--- config.mk ---
export PLATFORM = sky130hd
export DESIGN_NAME = nvm_seq_top
export DESIGN_NICKNAME = d
export VERILOG_FILES = /design/src/rtl/nvm_seq_pkg.sv /design/src/rtl/nvm_seq_dp.sv /design/src/rtl/nvm_seq_ctl.sv /design/src/rtl/nvm_seq_top.sv
export SDC_FILE = /design/constraint.sdc
export NUM_CORES = 1
export LEC_CHECK = 0
export BUFFER_PORTS_ARGS = -buffer_cell sky130_fd_sc_hd__buf_4
export CORE_ASPECT_RATIO = 1.2
export CORE_MARGIN = 5
export CORE_UTILIZATION = 56
export CTS_CLUSTER_SIZE = 10
export DETAILED_ROUTE_END_ITERATION = 8
export MAX_ROUTING_LAYER = met4
export PLACE_DENSITY_LB_ADDON = 0.2
export SLEW_MARGIN = 20
export SYNTH_ARGS = -nofsm -noshare
export SYNTH_HDL_FRONTEND = slang
export SYNTH_SLANG_ARGS = --single-unit
--- constraint.sdc ---
create_clock -name clk -period 2.3 [get_ports clk]
set_input_delay 0 -clock clk [delete_from_list [all_inputs] [get_ports clk]]
set_output_delay 0 -clock clk [all_outputs]
set_load 0.03 [all_outputs]
--- src/rtl/nvm_seq_pkg.sv ---
package nvm_seq_pkg;

  localparam logic [7:0] CMD_READ    = 8'h00;
  localparam logic [7:0] CMD_PGM     = 8'h40;
  localparam logic [7:0] CMD_PGM_VFY = 8'hC0;
  localparam logic [7:0] CMD_ERASE   = 8'h20;
  localparam logic [7:0] CMD_ERS_VFY = 8'hA0;

  typedef enum logic [1:0] {BUS_IDLE, BUS_CMD, BUS_DATA, BUS_READ} busKind_t;
  typedef enum logic [1:0] {WAIT_PGM, WAIT_VFY, WAIT_ERS} waitSel_t;

  // control -> datapath
  typedef struct packed {
    busKind_t   busKind;
    logic [7:0] cmdCode;
    logic       latchReq;
    logic       loadBase;
    logic       incAddr;
    logic       clrTry;
    logic       incTry;
    logic       startWait;
    waitSel_t   waitSel;
    logic       setDirty;
  } ctlStrobe_t;

  // datapath -> control
  typedef struct packed {
    logic atLast;
    logic waitDone;
    logic readMatch;
    logic readErased;
    logic readZero;
    logic pgmTryLast;
    logic ersTryLast;
    logic dirty;
    logic eraseMode;
  } dpStatus_t;

endpackage

--- src/rtl/nvm_seq_dp.sv ---
module nvm_seq_dp
  import nvm_seq_pkg::*;
#(
  parameter int AW        = 17,
  parameter int PGM_WAIT  = 2000,
  parameter int VFY_WAIT  = 1200,
  parameter int ERS_WAIT  = 1900000,
  parameter int PGM_TRIES = 25,
  parameter int ERS_TRIES = 1000
) (
  input  logic          clk,
  input  logic          rstN,
  input  ctlStrobe_t    stb,
  input  logic          opErase,
  input  logic [AW-1:0] baseAddr,
  input  logic [AW-1:0] lastAddr,
  output logic [AW-1:0] srcAddr,
  input  logic [7:0]    srcData,
  output logic          busReq,
  output logic          busWrite,
  output logic [AW-1:0] busAddr,
  output logic [7:0]    busWdata,
  input  logic [7:0]    busRdata,
  output dpStatus_t     sts
);

  localparam int WAIT_MAX0 = (PGM_WAIT > VFY_WAIT) ? PGM_WAIT : VFY_WAIT;
  localparam int WAIT_MAX  = (WAIT_MAX0 > ERS_WAIT) ? WAIT_MAX0 : ERS_WAIT;
  localparam int WAIT_W    = $clog2(WAIT_MAX + 1);
  localparam int TRY_MAX   = (PGM_TRIES > ERS_TRIES) ? PGM_TRIES : ERS_TRIES;
  localparam int TRY_W     = $clog2(TRY_MAX + 1);
  localparam logic [WAIT_W-1:0] PGM_LOAD = WAIT_W'(PGM_WAIT - 1);
  localparam logic [WAIT_W-1:0] VFY_LOAD = WAIT_W'(VFY_WAIT - 1);
  localparam logic [WAIT_W-1:0] ERS_LOAD = WAIT_W'(ERS_WAIT - 1);

  logic [AW-1:0]     addrQ, baseQ, lastQ;
  logic              modeQ, dirtyQ;
  logic [TRY_W-1:0]  tryQ;
  logic [WAIT_W-1:0] waitQ, waitLoad;
  logic [7:0]        expData;

  always_comb begin
    unique case (stb.waitSel)
      WAIT_PGM: waitLoad = PGM_LOAD;
      WAIT_VFY: waitLoad = VFY_LOAD;
      default:  waitLoad = ERS_LOAD;
    endcase
  end

  always_ff @(posedge clk) begin
    if (!rstN) begin
      addrQ  <= '0;
      baseQ  <= '0;
      lastQ  <= '0;
      modeQ  <= 1'b0;
      dirtyQ <= 1'b0;
      tryQ   <= '0;
      waitQ  <= '0;
    end else begin
      if (stb.latchReq) begin
        baseQ <= baseAddr;
        lastQ <= lastAddr;
        addrQ <= baseAddr;
        modeQ <= opErase;
      end else if (stb.loadBase) begin
        addrQ <= baseQ;
      end else if (stb.incAddr) begin
        addrQ <= addrQ + AW'(1);
      end

      if (stb.latchReq)      dirtyQ <= 1'b0;
      else if (stb.setDirty) dirtyQ <= 1'b1;

      if (stb.latchReq || stb.clrTry) tryQ <= '0;
      else if (stb.incTry)            tryQ <= tryQ + TRY_W'(1);

      if (stb.startWait)      waitQ <= waitLoad;
      else if (waitQ != '0)   waitQ <= waitQ - WAIT_W'(1);
    end
  end

  // in erase mode the program loop is only used to preprogram to zero
  assign expData  = modeQ ? 8'h00 : srcData;
  assign srcAddr  = addrQ;
  assign busAddr  = addrQ;
  assign busReq   = (stb.busKind != BUS_IDLE);
  assign busWrite = (stb.busKind != BUS_READ);
  assign busWdata = (stb.busKind == BUS_DATA) ? expData : stb.cmdCode;

  assign sts.atLast     = (addrQ == lastQ);
  assign sts.waitDone   = (waitQ == '0);
  assign sts.readMatch  = (busRdata == expData);
  assign sts.readErased = (busRdata == 8'hFF);
  assign sts.readZero   = (busRdata == 8'h00);
  assign sts.pgmTryLast = (tryQ == TRY_W'(PGM_TRIES - 1));
  assign sts.ersTryLast = (tryQ == TRY_W'(ERS_TRIES - 1));
  assign sts.dirty      = dirtyQ;
  assign sts.eraseMode  = modeQ;

endmodule

--- src/rtl/nvm_seq_ctl.sv ---
module nvm_seq_ctl
  import nvm_seq_pkg::*;
(
  input  logic       clk,
  input  logic       rstN,
  input  logic       start,
  input  logic       opErase,
  input  logic       busAck,
  input  dpStatus_t  sts,
  output ctlStrobe_t stb,
  output logic       busy,
  output logic       done,
  output logic       pass,
  output logic       vppEnable
);

  typedef enum logic [4:0] {
    S_IDLE, S_SCAN,
    S_PG_CMD, S_PG_DATA, S_PG_PWAIT, S_PG_VCMD, S_PG_VWAIT, S_PG_READ,
    S_ER_CMD1, S_ER_CMD2, S_ER_WAIT, S_EV_CMD, S_EV_WAIT, S_EV_READ,
    S_FIN, S_OK, S_FAIL
  } state_t;

  state_t stQ, stNxt;

  always_ff @(posedge clk) begin
    if (!rstN) stQ <= S_IDLE;
    else       stQ <= stNxt;
  end

  always_comb begin
    stb   = '0;
    stNxt = stQ;
    unique case (stQ)
      S_IDLE: if (start) begin
        stb.latchReq = 1'b1;
        stNxt = opErase ? S_SCAN : S_PG_CMD;
      end
      S_SCAN: begin
        stb.busKind = BUS_READ;
        if (busAck) begin
          stb.setDirty = !sts.readZero;
          if (sts.atLast) begin
            stb.loadBase = 1'b1;
            stNxt = (sts.dirty || !sts.readZero) ? S_PG_CMD : S_ER_CMD1;
          end else begin
            stb.incAddr = 1'b1;
          end
        end
      end
      S_PG_CMD: begin
        stb.busKind = BUS_CMD;
        stb.cmdCode = CMD_PGM;
        if (busAck) stNxt = S_PG_DATA;
      end
      S_PG_DATA: begin
        stb.busKind = BUS_DATA;
        stb.waitSel = WAIT_PGM;
        if (busAck) begin
          stb.startWait = 1'b1;
          stNxt = S_PG_PWAIT;
        end
      end
      S_PG_PWAIT: if (sts.waitDone) stNxt = S_PG_VCMD;
      S_PG_VCMD: begin
        stb.busKind = BUS_CMD;
        stb.cmdCode = CMD_PGM_VFY;
        stb.waitSel = WAIT_VFY;
        if (busAck) begin
          stb.startWait = 1'b1;
          stNxt = S_PG_VWAIT;
        end
      end
      S_PG_VWAIT: if (sts.waitDone) stNxt = S_PG_READ;
      S_PG_READ: begin
        stb.busKind = BUS_READ;
        if (busAck) begin
          if (sts.readMatch) begin
            stb.clrTry = 1'b1;
            if (!sts.atLast) begin
              stb.incAddr = 1'b1;
              stNxt = S_PG_CMD;
            end else if (sts.eraseMode) begin
              stb.loadBase = 1'b1;
              stNxt = S_ER_CMD1;
            end else begin
              stNxt = S_FIN;
            end
          end else if (sts.pgmTryLast) begin
            stNxt = S_FAIL;
          end else begin
            stb.incTry = 1'b1;
            stNxt = S_PG_CMD;
          end
        end
      end
      S_ER_CMD1: begin
        stb.busKind = BUS_CMD;
        stb.cmdCode = CMD_ERASE;
        if (busAck) stNxt = S_ER_CMD2;
      end
      S_ER_CMD2: begin
        stb.busKind = BUS_CMD;
        stb.cmdCode = CMD_ERASE;
        stb.waitSel = WAIT_ERS;
        if (busAck) begin
          stb.startWait = 1'b1;
          stNxt = S_ER_WAIT;
        end
      end
      S_ER_WAIT: if (sts.waitDone) stNxt = S_EV_CMD;
      S_EV_CMD: begin
        stb.busKind = BUS_CMD;
        stb.cmdCode = CMD_ERS_VFY;
        stb.waitSel = WAIT_VFY;
        if (busAck) begin
          stb.startWait = 1'b1;
          stNxt = S_EV_WAIT;
        end
      end
      S_EV_WAIT: if (sts.waitDone) stNxt = S_EV_READ;
      S_EV_READ: begin
        stb.busKind = BUS_READ;
        if (busAck) begin
          if (sts.readErased) begin
            if (sts.atLast) stNxt = S_FIN;
            else begin
              stb.incAddr = 1'b1;
              stNxt = S_EV_CMD;
            end
          end else if (sts.ersTryLast) begin
            stNxt = S_FAIL;
          end else begin
            stb.incTry = 1'b1;   // erase again, address kept
            stNxt = S_ER_CMD1;
          end
        end
      end
      S_FIN: begin
        stb.busKind = BUS_CMD;
        stb.cmdCode = CMD_READ;
        if (busAck) stNxt = S_OK;
      end
      S_OK:    stNxt = S_IDLE;
      S_FAIL:  stNxt = S_IDLE;
      default: stNxt = S_IDLE;
    endcase
  end

  assign busy      = !(stQ inside {S_IDLE, S_OK, S_FAIL});
  assign vppEnable = busy;
  assign done      = (stQ == S_OK) || (stQ == S_FAIL);
  assign pass      = (stQ == S_OK);

endmodule

--- src/rtl/nvm_seq_top.sv ---
module nvm_seq_top
  import nvm_seq_pkg::*;
#(
  parameter int AW        = 17,
  parameter int PGM_WAIT  = 2000,
  parameter int VFY_WAIT  = 1200,
  parameter int ERS_WAIT  = 1900000,
  parameter int PGM_TRIES = 25,
  parameter int ERS_TRIES = 1000
) (
  input  logic          clk,
  input  logic          rstN,
  input  logic          start,
  input  logic          opErase,
  input  logic [AW-1:0] baseAddr,
  input  logic [AW-1:0] lastAddr,
  output logic [AW-1:0] srcAddr,
  input  logic [7:0]    srcData,
  output logic          busReq,
  output logic          busWrite,
  output logic [AW-1:0] busAddr,
  output logic [7:0]    busWdata,
  input  logic          busAck,
  input  logic [7:0]    busRdata,
  output logic          vppEnable,
  output logic          busy,
  output logic          done,
  output logic          pass
);

  ctlStrobe_t stb;
  dpStatus_t  sts;

  nvm_seq_ctl u_ctl (
    .clk(clk), .rstN(rstN), .start(start), .opErase(opErase),
    .busAck(busAck), .sts(sts), .stb(stb), .busy(busy),
    .done(done), .pass(pass), .vppEnable(vppEnable)
  );

  nvm_seq_dp #(
    .AW(AW), .PGM_WAIT(PGM_WAIT), .VFY_WAIT(VFY_WAIT), .ERS_WAIT(ERS_WAIT),
    .PGM_TRIES(PGM_TRIES), .ERS_TRIES(ERS_TRIES)
  ) u_dp (
    .clk(clk), .rstN(rstN), .stb(stb), .opErase(opErase),
    .baseAddr(baseAddr), .lastAddr(lastAddr), .srcAddr(srcAddr),
    .srcData(srcData), .busReq(busReq), .busWrite(busWrite),
    .busAddr(busAddr), .busWdata(busWdata), .busRdata(busRdata), .sts(sts)
  );

endmodule

# Yosys cells after proc, flatten, opt, wreduce, memory -nomap -nowiden
# Cells that the tools add are included.
[word_totals]
regBits = 89
in_bits = 55
[classes]
add_sub_neg = 3
n_eq_ne = 40
mux = 60
bitwise_logic = 1
n_reduce_logical = 21
[ops]
columns = ["operator", "n"]
rows = [
  ["$mux 5", 20],
  ["$pmux 5 s15", 1],
  ["$mux 17", 3],
  ["$mux 21", 2],
  ["$pmux 21 s2", 1],
  ["$eq 5x4->1 const B", 8],
  ["$ne 2x2->1 const B", 16],
  ["$pmux 8 s4", 1],
  ["$logic_not 21->1", 1],
  ["$reduce_bool 21->1", 1],
  ["$sub 21x1->21 const B", 1],
  ["$eq 5x3->1 const B", 4],
  ["$add 17x1->17 const B", 1],
  ["$eq 17x17->1", 1],
  ["$mux 1", 17],
  ["$mux 8", 2],
  ["$reduce_and 16->1", 1],
  ["$mux 4", 3],
  ["$add 10x1->10 const B", 1],
  ["$eq 10x10->1 const B", 1],
  ["$eq 10x5->1 const B", 1],
  ["$eq 5x2->1 const B", 2],
  ["$mux 3", 3],
  ["$pmux 3 s3", 1],
  ["22 further kinds", 32],
]

# Logic depth before layout (Yosys ltp)
[depth]
ltp_word = 8
depth_mapped = 10

# Modules after synthesis
# A second synthesis with hierarchy kept.
[unflattened]
hier_cells = 700
hier_area_um2 = 5502.8
[modules_own_cells]
columns = ["mod", "instances", "cells_each", "area_per_inst_um2"]
rows = [
  ["nvm_seq_dp", 1, 574, 4707.0],
  ["nvm_seq_ctl", 1, 126, 795.8],
]

# Worst setup path before layout
# Ideal clock, no wire load.
[synth_path]
kind = "register -> register"
from = "register u_dp.addrQ[2], in the netlist u_dp.busAddr[2]"
to = "register u_dp.addrQ[8], in the netlist u_dp.busAddr[8]"
arrival_time_ns = 2.206
required_time_ns = 2.230
path_slack_ns = 0.024
stages_incl_launch_ff = 10
path_buffers = 2
path_cell_list = "dfxtp_1 -> buf_6 -> xor2_2 -> nor4_4 -> and4_4 -> nand2_4 -> buf_6 -> or3_1 -> o221a_1 -> a21oi_1"
[synth_between]
elab_chain_cells = 7
word_cells_on_any_way = 16
[synth_rtl]
columns = ["item", "line", "source"]
rows = [
  ["start: declaration", "nvm_seq_dp.sv:36", "logic [AW-1:0] addrQ, baseQ, lastQ;"],
  ["start signal: assignment", "nvm_seq_dp.sv:63", "addrQ <= baseAddr;"],
  ["start signal: assignment", "nvm_seq_dp.sv:66", "addrQ <= baseQ;"],
  ["start signal: assignment", "nvm_seq_dp.sv:68", "addrQ <= addrQ + AW'(1);"],
  ["parallel branches: the longest is 7 deep, another holds $add 17x1->17", "n/a", ""],
]
# Several ways; the timed one is not identified. The select of a mux whose other input is x is not followed.
# A chain may end at the register's enable or synchronous reset.

# Worst setup path in the final report
[layout_path]
from = "register u_dp.addrQ[7], in the netlist u_dp.busAddr[7]"
to = "register u_dp.addrQ[2], in the netlist u_dp.busAddr[2]"
[layout_between]
elab_chain_cells = 7
word_cells_on_any_way = 14
[layout_rtl]
columns = ["item", "line", "source"]
rows = [
  ["$eq 17x17->1 (*)", "nvm_seq_dp.sv:90", "assign sts.atLast = (addrQ == lastQ);"],
  ["$mux 1", "nvm_seq_ctl.sv:80", "if (!sts.atLast) begin"],
  ["$mux 3", "nvm_seq_ctl.sv:78", "if (sts.readMatch) begin"],
  ["$mux 4", "nvm_seq_ctl.sv:77", "if (busAck) begin"],
  ["$pmux 1 s2", "nvm_seq_ctl.sv:34", "unique case (stQ)"],
  ["$mux 17", "nvm_seq_dp.sv:65", "end else if (stb.loadBase) begin"],
  ["$mux 17", "nvm_seq_dp.sv:60", "if (stb.latchReq) begin"],
]
# Every way passes the cells marked *; elsewhere a longest branch is shown, timed or not.

==> out/results.tsv <==
stage	metric	value	unit
sta	Final Hold Fails	0	
global_route	vias in the first global route	5949	
worst_hold_path	Hold Crit Class	primary input to register	
synth	EDFF count, synth	0	
flow_run	# Max-Cap Violations	0	
synth	flops & latches, synth	89	
synth	Main synth FF type	dfxtp_1	
worst_setup_path	worst path arrival time	2.51	ns
placement	number of port buffers	102	
worst_setup_path	CP Data Required Time	2.51	ns
synth	Synth warnings	0	
global_route	pin count of the biggest net entering global routing	34	
placement	routability cong.	1.01	
global_route	grt total ovfl	0	
worst_setup_path	Crit Path Max Fanout	13	
sta	fin crit share	99.8	%
clock_network	clock buffer depth	2	
clock_network	CTS clock-pin slew for the worst setup and hold paths	0.07	ns
finish	share of layout cells above drive strength 1	26.3	%
finish	most common cell after layout, fill and taps aside	buf_4	
status	outcome	finished clean	
power_and_ir_drop	NetSw	3980	uW
route	Via density	6.14	
finish	number of diodes	0	
finish	post-layout util	75.3	%
sta	clk_skew	0.00696	ns
finish	area grow syn2layout	32.8	%
clock_network	CTS tree	done	
sta	Finish-stage setup viols	0	
clock_network	TritonCTS buffer count	9	
worst_setup_path	critical path class	register to register	
synth	synthesized netlist cell count	720	
finish	nets	934	
sta	final slew viol count	0	
power_and_ir_drop	Leak	0.00309	uW
global_route	initial antenna violation count	0	
route	post-route DRC violation count	0	
global_route	global-route wire length before repair	28.6	mm
floorplan	die area	12200	sq um
clock_network	Root Buffer	clkbuf_16	
floorplan	Die H	120	um
power_and_ir_drop	peak supply drop	857	uV
power_and_ir_drop	Net Sw Frac	44.1	%
power_and_ir_drop	clock power share	17.5	%
sta	max frequency	436	MHz
synth	synthesized cell area	5650	sq um
floorplan	I/O pins	103	
floorplan	core footprint	9960	sq um
power_and_ir_drop	combinational fraction of design power	56.1	%
placement	post-DP HPWL	12.9	mm
power_and_ir_drop	Int Power	5040	uW
worst_setup_path	Worst setup EP type	register	
sta	max_slew headroom	63.7	%
power_and_ir_drop	Overall Power	9030	uW
synth	syn_area_per_cell	7.84	sq um
synth	sequential cell area fraction in the yosys report	31.5	%
finish	most frequent cells in the layout	168 x buf_4, 116 x nand2_1, 86 x dfxtp_1, 68 x a21oi_1, 46 x nor2_1	
route	Wirelength per Cell	18.5	um
synth	Async SR Flop Fraction	0	%
power_and_ir_drop	pwr dens	1200	nW/um^2
sta	minimum clock period	2.30	ns
worst_setup_path	CP startpoint kind	register	
synth	Cell variety after synth	84	
route	via count	6167	
route	Routed Antenna Nets	0	
power_and_ir_drop	sequential cell fraction of total power	26.4	%
route	first-pass iteration count of the detailed router	6	
route	total wire length	18.6	mm
floorplan	initial core utilization	56.7	%
sta	unrepaired setup endpoints after global routing	true	
clock_network	Sink Count	89	
clock_network	Clk Latency, worst-skew pair	0.35	ns
clock_network	H-tree depth	3	
sta	hold_ws	0.0338	ns
sta	Worst-Margin Slew	0.540	ns
floorplan	die width	102	um
global_route	all-layer global routing usage	30.0	%
route	First DRT Iteration DRCs	482	
synth	Synthesized Nets	780	
floorplan	row count	40	
==> state kept, by name, summed over array words and instances (netlist names) <==
| register | count |
|---|---|
| u_dp.waitQ | 21 |
| u_dp.baseQ | 17 |
| u_dp.busAddr | 17 |
| u_dp.lastQ | 17 |
| u_dp.tryQ | 10 |
| u_ctl.stQ | 5 |
| u_dp.dirtyQ | 1 |
| u_dp.modeQ | 1 |
==> worst paths after layout <==
check | start | to | slack [ns] | depth (start not counted)
hold / removal | busAck | u_dp.tryQ[1] | 0.03 | 3
setup reg to reg | u_dp.busAddr[7] | u_dp.busAddr[2] | 0.005 | 9
setup / recovery | u_dp.busAddr[7] | u_dp.busAddr[2] | 0.005 | 9
hold reg to reg | u_dp.baseQ[9] | u_dp.baseQ[9] | 0.46 | 2
==> cells in the mapped netlist, drive strengths merged (4+ instances only) <==
cell type,number,area [sq um]
ha,5,62.6
dfxtp,89,1780
o21a,4,30.0
nor2,48,183
nand2b,13,88.8
a31oi,12,75.1
inv,13,48.8
xnor2,21,184
buf,35,241
o22ai,6,37.5
nand3b,9,67.6
a211oi,7,57.6
a21oi,69,357
nand4,26,163
nand4bb,4,45.0
nand2,118,450
a22oi,8,60.1
and3,9,61.3
clkbuf,30,153
nor3,20,110
mux2i,9,90.1
xor2,33,297
nor2b,5,31.3
o41ai,4,35.0
and2,7,43.8
or3,4,25.0
nor4,13,103
o21ai,24,131
nand3,21,133
==> stage by stage <==
step / std cells / TNS, ns / instance area [sq um] / setup slack (ns)
3_5_place_dp: 945 / -0.00716 / 6640 / -0.00716
3_3_place_gp: 945 / 0 / 6640 / 0.0444
4_1_cts: 997 / 0 / 7320 / 0.0351
5_1_grt: 1005 / -0.695 / 7500 / -0.122
6_report: 1005 / 0 / 7500 / 0.00481
2_1_floorplan: 720 / 0 / 5650 / 0.0239
==> final cells by class <==
type,instances,area [sq um]
tap,126,158
clock inverter,4,56.3
fill,742,2460
clock buffer,12,256
multi-input combinational,553,3510
inverter,13,48.8
timing repair buffer,208,1680
sequential,89,1790
==> per-layer routing <==
layer  share of wire, %  track usage (%)  routed length, um
met1                 39             34.7               7180
met2                 51             51.4               9460
met3                7.6             5.00               1410
met4                3.0             11.6                567
met5                  0                -                  0
==> worst max-delay path: stages (launching register included) <==
cell and delay, ns:
dfxtp_1 0.36, xor2_1 0.20, nor4_4 0.31, buf_4 0.16, nand4_1 0.19, nor2_4 0.20
a211oi_2 0.06, buf_4 0.22, o41ai_1 0.34, a21oi_1 0.12
==> power groups by stage <==
stage	registers (uW)	logic [uW]	clock network, uW
2_1_floorplan	2450	3120	0
3_3_place_gp	2340	4460	0
3_5_place_dp	2360	4550	0
4_1_cts	2340	4650	1570
5_1_grt	2430	5440	1640
6_report	2380	5060	1580
==> repair_timing <==
item | in CTS | in global routing
cloned | 0 | 1
setup buffers | 0 | 7
pin swaps | 0 | 6
hold buffers | 36 | 0
gates resized for setup | 2 | 20
endpoints found under the hold margin | 45 | 0
endpoints found under the setup margin | 3 | 25
==> cells by family after synthesis <==
logic type | Yosys count | share of synthesized area (%)
AOI/OAI and AO/OA | 170 | 19.9
xor gates and xnor gates | 54 | 8.51
adders and majority gates | 5 | 1.11
buffers and inverters | 78 | 7.84
DFF | 89 | 31.5
muxes | 10 | 1.79
and+or+nand+nor | 314 | 29.3
(Power assumes the default switching activity.)
